### src/rtl/wsb_pkg.sv
package wsb_pkg;
  // Operand positions within one insert.
  localparam int OP_SRC0  = 0;
  localparam int OP_SRC1  = 1;
  localparam int OP_DST   = 2;
  localparam int NUM_OPS  = 3;
  localparam int NUM_SRCS = 2;
endpackage

### src/rtl/wsb_regfold.sv
module wsb_regfold #(
  parameter int NUM_INT = 16,
  parameter int IDX_W   = 4,
  parameter int REG_W   = 5
) (
  input  logic             is_fp,
  input  logic [IDX_W-1:0] idx,
  output logic [REG_W-1:0] phys
);
  // Floating-point registers are numbered directly after the integer ones.
  assign phys = is_fp ? (REG_W'(NUM_INT) + REG_W'(idx)) : REG_W'(idx);
endmodule

### src/rtl/wsb_avail.sv
module wsb_avail #(
  parameter int NREG  = 32,
  parameter int REG_W = 5,
  parameter int NRD   = 2
) (
  input  logic                 clk,
  input  logic                 rst_n,
  input  logic                 set_en,
  input  logic [REG_W-1:0]     set_reg,
  input  logic                 clr_en,
  input  logic [REG_W-1:0]     clr_reg,
  input  logic [REG_W-1:0]     rd_reg [NRD],
  output logic [NRD-1:0]       rd_avail
);
  logic [NREG-1:0] bits;

  // A new producer wins over a completion of the same register.
  always_ff @(posedge clk) begin
    if (!rst_n) begin
      bits <= '1;
    end else begin
      for (int r = 0; r < NREG; r++) begin
        if (clr_en && clr_reg == REG_W'(r))
          bits[r] <= 1'b0;
        else if (set_en && set_reg == REG_W'(r))
          bits[r] <= 1'b1;
      end
    end
  end

  for (genvar k = 0; k < NRD; k++) begin : g_rd
    assign rd_avail[k] = bits[rd_reg[k]];
  end

  assert_clr_pending_R3: assert property (@(posedge clk) disable iff (!rst_n)
    clr_en |=> !bits[$past(clr_reg)]);

  assert_set_avail_R3: assert property (@(posedge clk) disable iff (!rst_n)
    (set_en && !(clr_en && clr_reg == set_reg)) |=> bits[$past(set_reg)]);
endmodule

### src/rtl/wsb_depmat.sv
module wsb_depmat #(
  parameter int NREG   = 32,
  parameter int SLOTS  = 8,
  parameter int REG_W  = 5,
  parameter int SLOT_W = 3,
  parameter int NADD   = 2
) (
  input  logic               clk,
  input  logic               rst_n,
  input  logic [NADD-1:0]    add_en,
  input  logic [REG_W-1:0]   add_reg [NADD],
  input  logic [SLOT_W-1:0]  add_slot,
  input  logic               wake_en,
  input  logic [REG_W-1:0]   wake_reg,
  output logic [SLOTS-1:0]   waiting
);
  logic [SLOTS-1:0] dep    [NREG];
  logic [SLOTS-1:0] dep_nx [NREG];

  always_comb begin
    for (int r = 0; r < NREG; r++) begin
      dep_nx[r] = dep[r];
      if (wake_en && wake_reg == REG_W'(r))
        dep_nx[r] = '0;
      for (int k = 0; k < NADD; k++) begin
        if (add_en[k] && add_reg[k] == REG_W'(r))
          dep_nx[r][add_slot] = 1'b1;
      end
    end
  end

  always_ff @(posedge clk) begin
    for (int r = 0; r < NREG; r++) begin
      if (!rst_n) dep[r] <= '0;
      else        dep[r] <= dep_nx[r];
    end
  end

  always_comb begin
    waiting = '0;
    for (int r = 0; r < NREG; r++)
      waiting = waiting | dep[r];
  end

  assert_wake_clears_R5: assert property (@(posedge clk) disable iff (!rst_n)
    wake_en |=> (dep[$past(wake_reg)] == '0));

  for (genvar k = 0; k < NADD; k++) begin : g_chk
    assert_no_add_on_wake_R7: assert property (@(posedge clk) disable iff (!rst_n)
      add_en[k] |-> !(wake_en && wake_reg == add_reg[k]));
  end
endmodule

### src/rtl/wakeup_scoreboard.sv
module wakeup_scoreboard #(
  parameter int NUM_INT_REGS = 16,
  parameter int NUM_FP_REGS  = 16,
  parameter int NUM_SLOTS    = 8,
  parameter int IDX_W        = 4
) (
  input  logic                         clk,
  input  logic                         rst_n,
  input  logic                         ins_valid,
  output logic                         ins_ready,
  input  logic [$clog2(NUM_SLOTS)-1:0] ins_slot,
  input  logic                         ins_src0_en,
  input  logic                         ins_src0_fp,
  input  logic [IDX_W-1:0]             ins_src0_idx,
  input  logic                         ins_src1_en,
  input  logic                         ins_src1_fp,
  input  logic [IDX_W-1:0]             ins_src1_idx,
  input  logic                         ins_dst_en,
  input  logic                         ins_dst_fp,
  input  logic [IDX_W-1:0]             ins_dst_idx,
  input  logic                         cmp_valid,
  input  logic                         cmp_fp,
  input  logic [IDX_W-1:0]             cmp_idx,
  output logic [NUM_SLOTS-1:0]         slot_ready
);
  import wsb_pkg::*;

  localparam int NREG   = NUM_INT_REGS + NUM_FP_REGS;
  localparam int REG_W  = $clog2(NREG);
  localparam int SLOT_W = $clog2(NUM_SLOTS);

  // Operand folding into the unified register space.
  logic             op_fp   [NUM_OPS];
  logic [IDX_W-1:0] op_idx  [NUM_OPS];
  logic [REG_W-1:0] op_phys [NUM_OPS];
  logic [REG_W-1:0] cmp_phys;

  assign op_fp[OP_SRC0]  = ins_src0_fp;
  assign op_idx[OP_SRC0] = ins_src0_idx;
  assign op_fp[OP_SRC1]  = ins_src1_fp;
  assign op_idx[OP_SRC1] = ins_src1_idx;
  assign op_fp[OP_DST]   = ins_dst_fp;
  assign op_idx[OP_DST]  = ins_dst_idx;

  for (genvar g = 0; g < NUM_OPS; g++) begin : g_fold
    wsb_regfold #(.NUM_INT(NUM_INT_REGS), .IDX_W(IDX_W), .REG_W(REG_W)) u_fold (
      .is_fp (op_fp[g]),
      .idx   (op_idx[g]),
      .phys  (op_phys[g])
    );
  end

  wsb_regfold #(.NUM_INT(NUM_INT_REGS), .IDX_W(IDX_W), .REG_W(REG_W)) u_fold_cmp (
    .is_fp (cmp_fp),
    .idx   (cmp_idx),
    .phys  (cmp_phys)
  );

  // Slot occupancy and insert handshake.
  logic [NUM_SLOTS-1:0] pend;
  logic [NUM_SLOTS-1:0] waiting;
  logic [NUM_SLOTS-1:0] fire;
  logic                 accept;

  assign ins_ready = !pend[ins_slot];
  assign accept    = ins_valid && ins_ready;

  // Source lookup with same-cycle completion bypass.
  logic [REG_W-1:0]    src_phys [NUM_SRCS];
  logic [NUM_SRCS-1:0] src_en;
  logic [NUM_SRCS-1:0] src_avail;
  logic [NUM_SRCS-1:0] bypass;
  logic [NUM_SRCS-1:0] need;
  logic [NUM_SRCS-1:0] add_en;

  assign src_en[OP_SRC0] = ins_src0_en;
  assign src_en[OP_SRC1] = ins_src1_en;

  for (genvar k = 0; k < NUM_SRCS; k++) begin : g_src
    assign src_phys[k] = op_phys[k];
    assign bypass[k]   = cmp_valid && (cmp_phys == src_phys[k]);
    assign need[k]     = src_en[k] && !src_avail[k] && !bypass[k];
    assign add_en[k]   = accept && need[k];
  end

  wsb_avail #(.NREG(NREG), .REG_W(REG_W), .NRD(NUM_SRCS)) u_avail (
    .clk      (clk),
    .rst_n    (rst_n),
    .set_en   (cmp_valid),
    .set_reg  (cmp_phys),
    .clr_en   (accept && ins_dst_en),
    .clr_reg  (op_phys[OP_DST]),
    .rd_reg   (src_phys),
    .rd_avail (src_avail)
  );

  wsb_depmat #(.NREG(NREG), .SLOTS(NUM_SLOTS), .REG_W(REG_W), .SLOT_W(SLOT_W),
               .NADD(NUM_SRCS)) u_dep (
    .clk      (clk),
    .rst_n    (rst_n),
    .add_en   (add_en),
    .add_reg  (src_phys),
    .add_slot (ins_slot),
    .wake_en  (cmp_valid),
    .wake_reg (cmp_phys),
    .waiting  (waiting)
  );

  // A slot reports once when occupied and no longer waiting.
  assign fire       = pend & ~waiting;
  assign slot_ready = fire;

  always_ff @(posedge clk) begin
    if (!rst_n)
      pend <= '0;
    else
      pend <= (pend & ~fire) | (accept ? (NUM_SLOTS'(1) << ins_slot) : '0);
  end

  for (genvar s = 0; s < NUM_SLOTS; s++) begin : g_slot_chk
    assert_pulse_once_R8: assert property (@(posedge clk) disable iff (!rst_n)
      slot_ready[s] |=> !slot_ready[s]);

    assert_clean_insert_ready_R4: assert property (@(posedge clk) disable iff (!rst_n)
      (accept && ins_slot == SLOT_W'(s) && need == '0) |=> slot_ready[s]);

    assert_busy_refused_R9: assert property (@(posedge clk) disable iff (!rst_n)
      (ins_valid && ins_slot == SLOT_W'(s) && slot_ready[s]) |-> !ins_ready);
  end
endmodule

### config.mk
export PLATFORM = sky130hd
export DESIGN_NAME = wakeup_scoreboard
export DESIGN_NICKNAME = d
export VERILOG_FILES = /design/src/rtl/wsb_pkg.sv /design/src/rtl/wsb_regfold.sv /design/src/rtl/wsb_avail.sv /design/src/rtl/wsb_depmat.sv /design/src/rtl/wakeup_scoreboard.sv
export SDC_FILE = /design/constraint.sdc
export NUM_CORES = 1
export LEC_CHECK = 0
export BUFFER_PORTS_ARGS = -buffer_cell sky130_fd_sc_hd__buf_4
export CAP_MARGIN = 15
export CORE_MARGIN = 2
export CORE_UTILIZATION = 55
export CTS_BUF_LIST = sky130_fd_sc_hd__clkbuf_2 sky130_fd_sc_hd__clkbuf_4 sky130_fd_sc_hd__clkbuf_8
export DETAILED_ROUTE_END_ITERATION = 12
export PLACE_DENSITY_LB_ADDON = 0.15
export RECOVER_POWER = 25
export SYNTH_ARGS = -nofsm -noshare
export SYNTH_HDL_FRONTEND = slang
export SYNTH_SLANG_ARGS = --single-unit
### constraint.sdc
create_clock -name clk -period 1.9 [get_ports clk]
set_input_delay 0.285 -clock clk [delete_from_list [all_inputs] [get_ports clk]]
set_output_delay 0.285 -clock clk [all_outputs]
set_load 0.005 [all_outputs]
# Yosys cells after proc, flatten, opt, wreduce, memory -nomap -nowiden
# Memory sizes are Yosys's and may differ from the RTL's.
# Index checks and enable logic that the tools add are counted.
# word_totals
ff_bits	40
mem_bits_rw	256
inputBits	30
output_inout_bits	9
wordCells	688
memories	1
# classes
add_sub_neg	4
magnitude_cmp	4
eq_ne	126
n_shift	1
n_mux	207
bitwise_logic	132
n_reduce_logical	180
# memory_table
name	words	width	rd	rd_clocked_by_memory_dff	wr	line_no	rtl
u_dep.dep	32	8	32	0	32	wsb_depmat.sv:17	logic [SLOTS-1:0] dep [NREG];
# op_table
operator	count
$mux W8	129
$or A8 B8 Y8	96
$eq A5 B5 Y1 const B	64
$eq A5 B4 Y1 const B	32
$logic_and A1 B1 Y1	139
$eq A5 B3 Y1 const B	16
$mux W1	70
$reduce_bool A2 Y1	32
$eq A5 B2 Y1 const B	8
$or A1 B1 Y1	32
$add A5 B4 Y5 const A	4
$eq A5 B1 Y1 const B	4
$logic_not A5 Y1	4
$mux W5	4
$and A8 B8 Y8	2
$not A8 Y8	2
$lt A5 B6 Y1 const B	2
$bmux W1 S5	2
$eq A5 B5 Y1	2
$shl A1 B3 Y8 const A	1
$logic_not A1 Y1	5
$lt A3 B4 Y1 const B	1
$bmux W1 S3	1
$demux W1 S3	1
$ge A3 B1 Y1 const B	1

# Logic depth before layout (Yosys ltp)
# depth
depth_word	36
mapped_depth	9
mapped_depth_nobuf	7

# By module
# A second synthesis with hierarchy kept.
# hier_totals
hier_cells	1105
area_unflattened_um2	11720.0
# by_module_without_submodules
module	n_inst	cells_per_inst	area_per_inst_um2	seq_area_each_um2
wsb_depmat	1	758	8989.9	5124.9
wsb_avail	1	252	1929.4	640.6
wakeup_scoreboard	1	75	650.6	160.2
wsb_regfold	4	5	37.5	0.0

# Worst setup path after synthesis
# OpenSTA, ideal clock, no wires.
# synth_path
kind	input to register
start	input ins_src1_idx[1]
end	memory u_dep.dep[29][0]
setup_time_ns	0.060
arrival_ns	2.004
required_time_ns	1.840
slack_ns	-0.164
cell_stages	6
n_path_buf	2
cell_sequence	buf_6 -> clkbuf_1 -> mux4_2 -> or3b_2 -> o22ai_4 -> a22o_1
# synth_lines
item	line_no	rtl
start: declaration	wakeup_scoreboard.sv:17	input logic [IDX_W-1:0] ins_src1_idx,
end: declaration	wsb_depmat.sv:17	

==> impl_metrics.ini <==
[cts]
cts_buffers = 47
tritoncts = built
hold_buffers = 0
cts_sinks = 296
clkTransAtPathRegs_ns = 0.06
insertion_delay_ns = 0.60
cts-root-buf = clkbuf_8
htree_num_levels = 2
clock_path_buffers = 3

[timing]
worstMarginPinSlew_ns = 1.35
hold_viol = 0
finalWorstSetupSlack_ns = -0.410
rsz0062_at_grt = true
setup_viol = 278
maxSlewHeadroom_pct = 9.67
hold_ws_ns = 0.0612
tns_ns = -28.95
fin_crit_sh_pct = 122
max_freq_mhz = 433
fin_worst_skew_ns = 0.0215
slew_violations = 0
fin_crit_ns = 2.31

[min_path]
min_path_cells = 2
hold_end = u_avail.bits[16]
hp-start = ins_dst_idx[3]
hp-class = primary input to flip-flop

[floorplan]
die_area_um2 = 22500
die_h_um = 150
rows = 53
io-pin-count = 39
design.core.area_um2 = 21000
start_util_pct = 55.9
die_w_um = 150

[critical_path]
cp_slowest_stage_delay_ns = 0.33
cp_max_fo = 2
cp-start-kind = flip-flop
crit_slowest_cell = dfxtp_2
cp_num_buf_inv = 2
cp-end-kind = output pin
path_cells = nor4_4 -> buf_4 -> nand4_1 -> nor3_2 -> buf_4
path_delay_family = simple AND/OR/NAND/NOR gates
r2r-end = u_dep.dep[7][6]
arrival_ns = 2.02
ff2ff_setup_slack_ns = -0.22
worst_path_most_repeated_cell = buf_4
timing.rr.start = pend[2]
required_ns = 1.62
r2r_cells = 9
crit_type = flip-flop to output pin

[logic_synthesis]
synthCells = 1173
ys.flop_type = dfxtp_1
synth_area_um2 = 11700
synthArstFlopShare_pct = 0
ys_warn_count = 0
seq_area_frac_synth_pct = 50.6
yosys.area_share.xor_xnor_pct = 0.673
ys_types = 59
synth-compound-area-share_pct = 24.5
yosys.area_share.simple_pct = 17.3
syn-mean-instance-area_um2 = 9.99
synth_fa_ha_area_share_pct = 0
syn_nets = 1203
synth_edf_count = 0
synth_top_family_by_area = compound AO/OA/AOI/OAI gates
ys_ff_latch = 296
yosys-mux-area-fraction_pct = 3.77

[global_route]
grt_pass1_wl_mm = 63.0
top_usage_layer = met2
track_usage_pct = 37.3
grt_max_degree = 34
grt_util_met3_pct = 8.66
use_met2_pct = 57.5
grt_use_met1_pct = 48.7
grt_pass1_vias = 11000
overflow = 0
antenna_found_initial = 0

[final_layout]
final_cells = 1740
syn2layout_area_growth_pct = 41.6
layout-drive-gt1-share_pct = 41.6
fillers = 1279
layout.nets = 1464

[flow_run]
drv_cap = 0

[route]
dr.pass1.iters = 5
ant_nets = 0
drc_errors = 0
via_per_inst = 6.76
wire_per_inst_um = 26.2
routed_wl_mm = 45.6
vias = 11800
drt_iter0_drc = 1320

[pwr]
powerDensity_nw_per_um2 = 807
cellLeakagePower_nw = 6.41
vdd_ir_drop_max_mv = 0.599

[place]
dp_hpwl_mm = 29.6
gp_congestion = 0.970
dp.cells = 1640
port_buffers = 38

[status]
violations = negative setup slack
outcome = finished, violations left
## final cells by class
cell class	instances	area, µm²	share of cell area (%)
inverter	41	154	0.927
timing repair buffer	258	2490	15.0
multi-input combinational	790	6600	39.8
clock inverter	17	236	1.43
antenna	1	2.50	0.0151
sequential	296	5970	36.0
tap	275	344	2.07
clock buffer	62	797	4.80
## per-stage QoR
step | utilization (%) | total power [mW] | instance area (µm²) | setup slack [ns]
after floorplan | - | 6.75 | 11800 | -0.0287
after global placement | 66.7 | 7.23 | 14000 | -0.295
after detailed placement | 66.7 | 7.24 | 14000 | -0.331
after CTS | 74.9 | 13.2 | 15700 | -0.403
after global routing | 79.2 | 13.7 | 16600 | -0.510
final | 79.2 | 13.4 | 16600 | -0.410
## state kept, by name, indices dropped and copies added, names as in the netlist
signal        cells
u_dep.dep       256
u_avail.bits     32
pend              8
## placed cells by master, fill, tap and decap left out, types with 11 or more instances in the layout
| cell | n |
|---|---|
| nor4_2 | 12 |
| o22ai_4 | 17 |
| o21ai_1 | 12 |
| nand4_1 | 19 |
| nand3_1 | 12 |
| nor4_4 | 14 |
| nor4_1 | 41 |
| buf_4 | 182 |
| a32o_1 | 16 |
| nand2b_1 | 11 |
| clkbuf_8 | 53 |
| buf_12 | 29 |
| o221ai_2 | 23 |
| a21oi_1 | 13 |
| o21ai_2 | 67 |
| nor2_1 | 57 |
| a2bb2oi_1 | 18 |
| mux4_2 | 13 |
| inv_1 | 40 |
| a22o_1 | 128 |
| buf_6 | 42 |
| dfxtp_2 | 30 |
| dfxtp_1 | 265 |
| nand2_1 | 150 |
## cell usage after synthesis, types with 4 or more instances
library cell | instances | area share (%)
dfxtp_1 | 296 | 51
nand2_1 | 157 | 5.0
a22o_1 | 128 | 9.6
o21ai_0 | 77 | 3.3
nor2_1 | 72 | 2.3
nor4_1 | 67 | 3.6
inv_1 | 40 | 1.3
a2bb2oi_1 | 24 | 1.8
o221ai_1 | 24 | 1.8
buf_2 | 21 | 0.90
nand4_1 | 19 | 1.0
clkbuf_1 | 18 | 0.58
a32o_1 | 16 | 1.4
nand3_1 | 16 | 0.68
nor3_1 | 16 | 0.68
a21oi_1 | 14 | 0.60
nand2b_1 | 12 | 0.64
o21ai_1 | 12 | 0.51
o22ai_4 | 12 | 2.0
mux4_2 | 10 | 1.9
a22oi_1 | 9 | 0.58
a22o_2 | 8 | 0.68
o32a_1 | 8 | 0.68
or2_2 | 8 | 0.43
nand3b_1 | 7 | 0.45
o22ai_2 | 6 | 0.64
or3_1 | 6 | 0.32
mux4_1 | 5 | 1.1
xnor2_1 | 5 | 0.37
a31oi_1 | 4 | 0.21
mux2_2 | 4 | 0.38
mux2i_1 | 4 | 0.34
nor2b_1 | 4 | 0.21
xor2_1 | 4 | 0.30
## how the worst max path moves through the flow
stage                                 from               end  slack (ns)  cells after the start
after floorplan            ins_src1_idx[0]   u_dep.dep[4][0]       -0.03                      7
after global placement     ins_src1_idx[1]   u_dep.dep[2][4]       -0.29                      9
after detailed placement   ins_src1_idx[3]  u_dep.dep[10][7]       -0.33                      9
after CTS                 u_dep.dep[27][3]     slot_ready[3]       -0.40                      5
after global routing      u_dep.dep[26][2]     slot_ready[2]       -0.51                      6
final                     u_dep.dep[24][3]     slot_ready[3]       -0.41                      5
## what timing repair did
item	in CTS	in global routing
endpoints found under the setup margin	286	263
gates cloned	0	4
endpoints found under the hold margin	0	0
pin swaps	49	74
gates resized for setup	205	192
setup buffers	12	9
## kinds of logic (layout without fill, tap and decap cells)
family | Yosys count | after routing
simple gates | 408 | 408
flops | 296 | 296
xor+xnor | 9 | 9
buf+inv | 87 | 378
other cells | 0 | 1
compound gates | 350 | 350
mux | 23 | 23
## power by group
part | total [mW] | switching, mW | leakage, nW | internal, mW
Combinational | 1.10 | 0.683 | 3.48 | 0.413
Clock | 6.07 | 2.64 | 0.547 | 3.44
Sequential | 6.22 | 0.00630 | 2.39 | 6.21
Total | 13.4 | 3.33 | 6.41 | 10.1
## metal layers
metal	wire length [µm]	part of all wire, %
met1	17100	37
met2	20400	45
met3	4960	11
met4	3220	7.1
met5	0	0
Note: power is estimated with default switching activity, not from simulation.
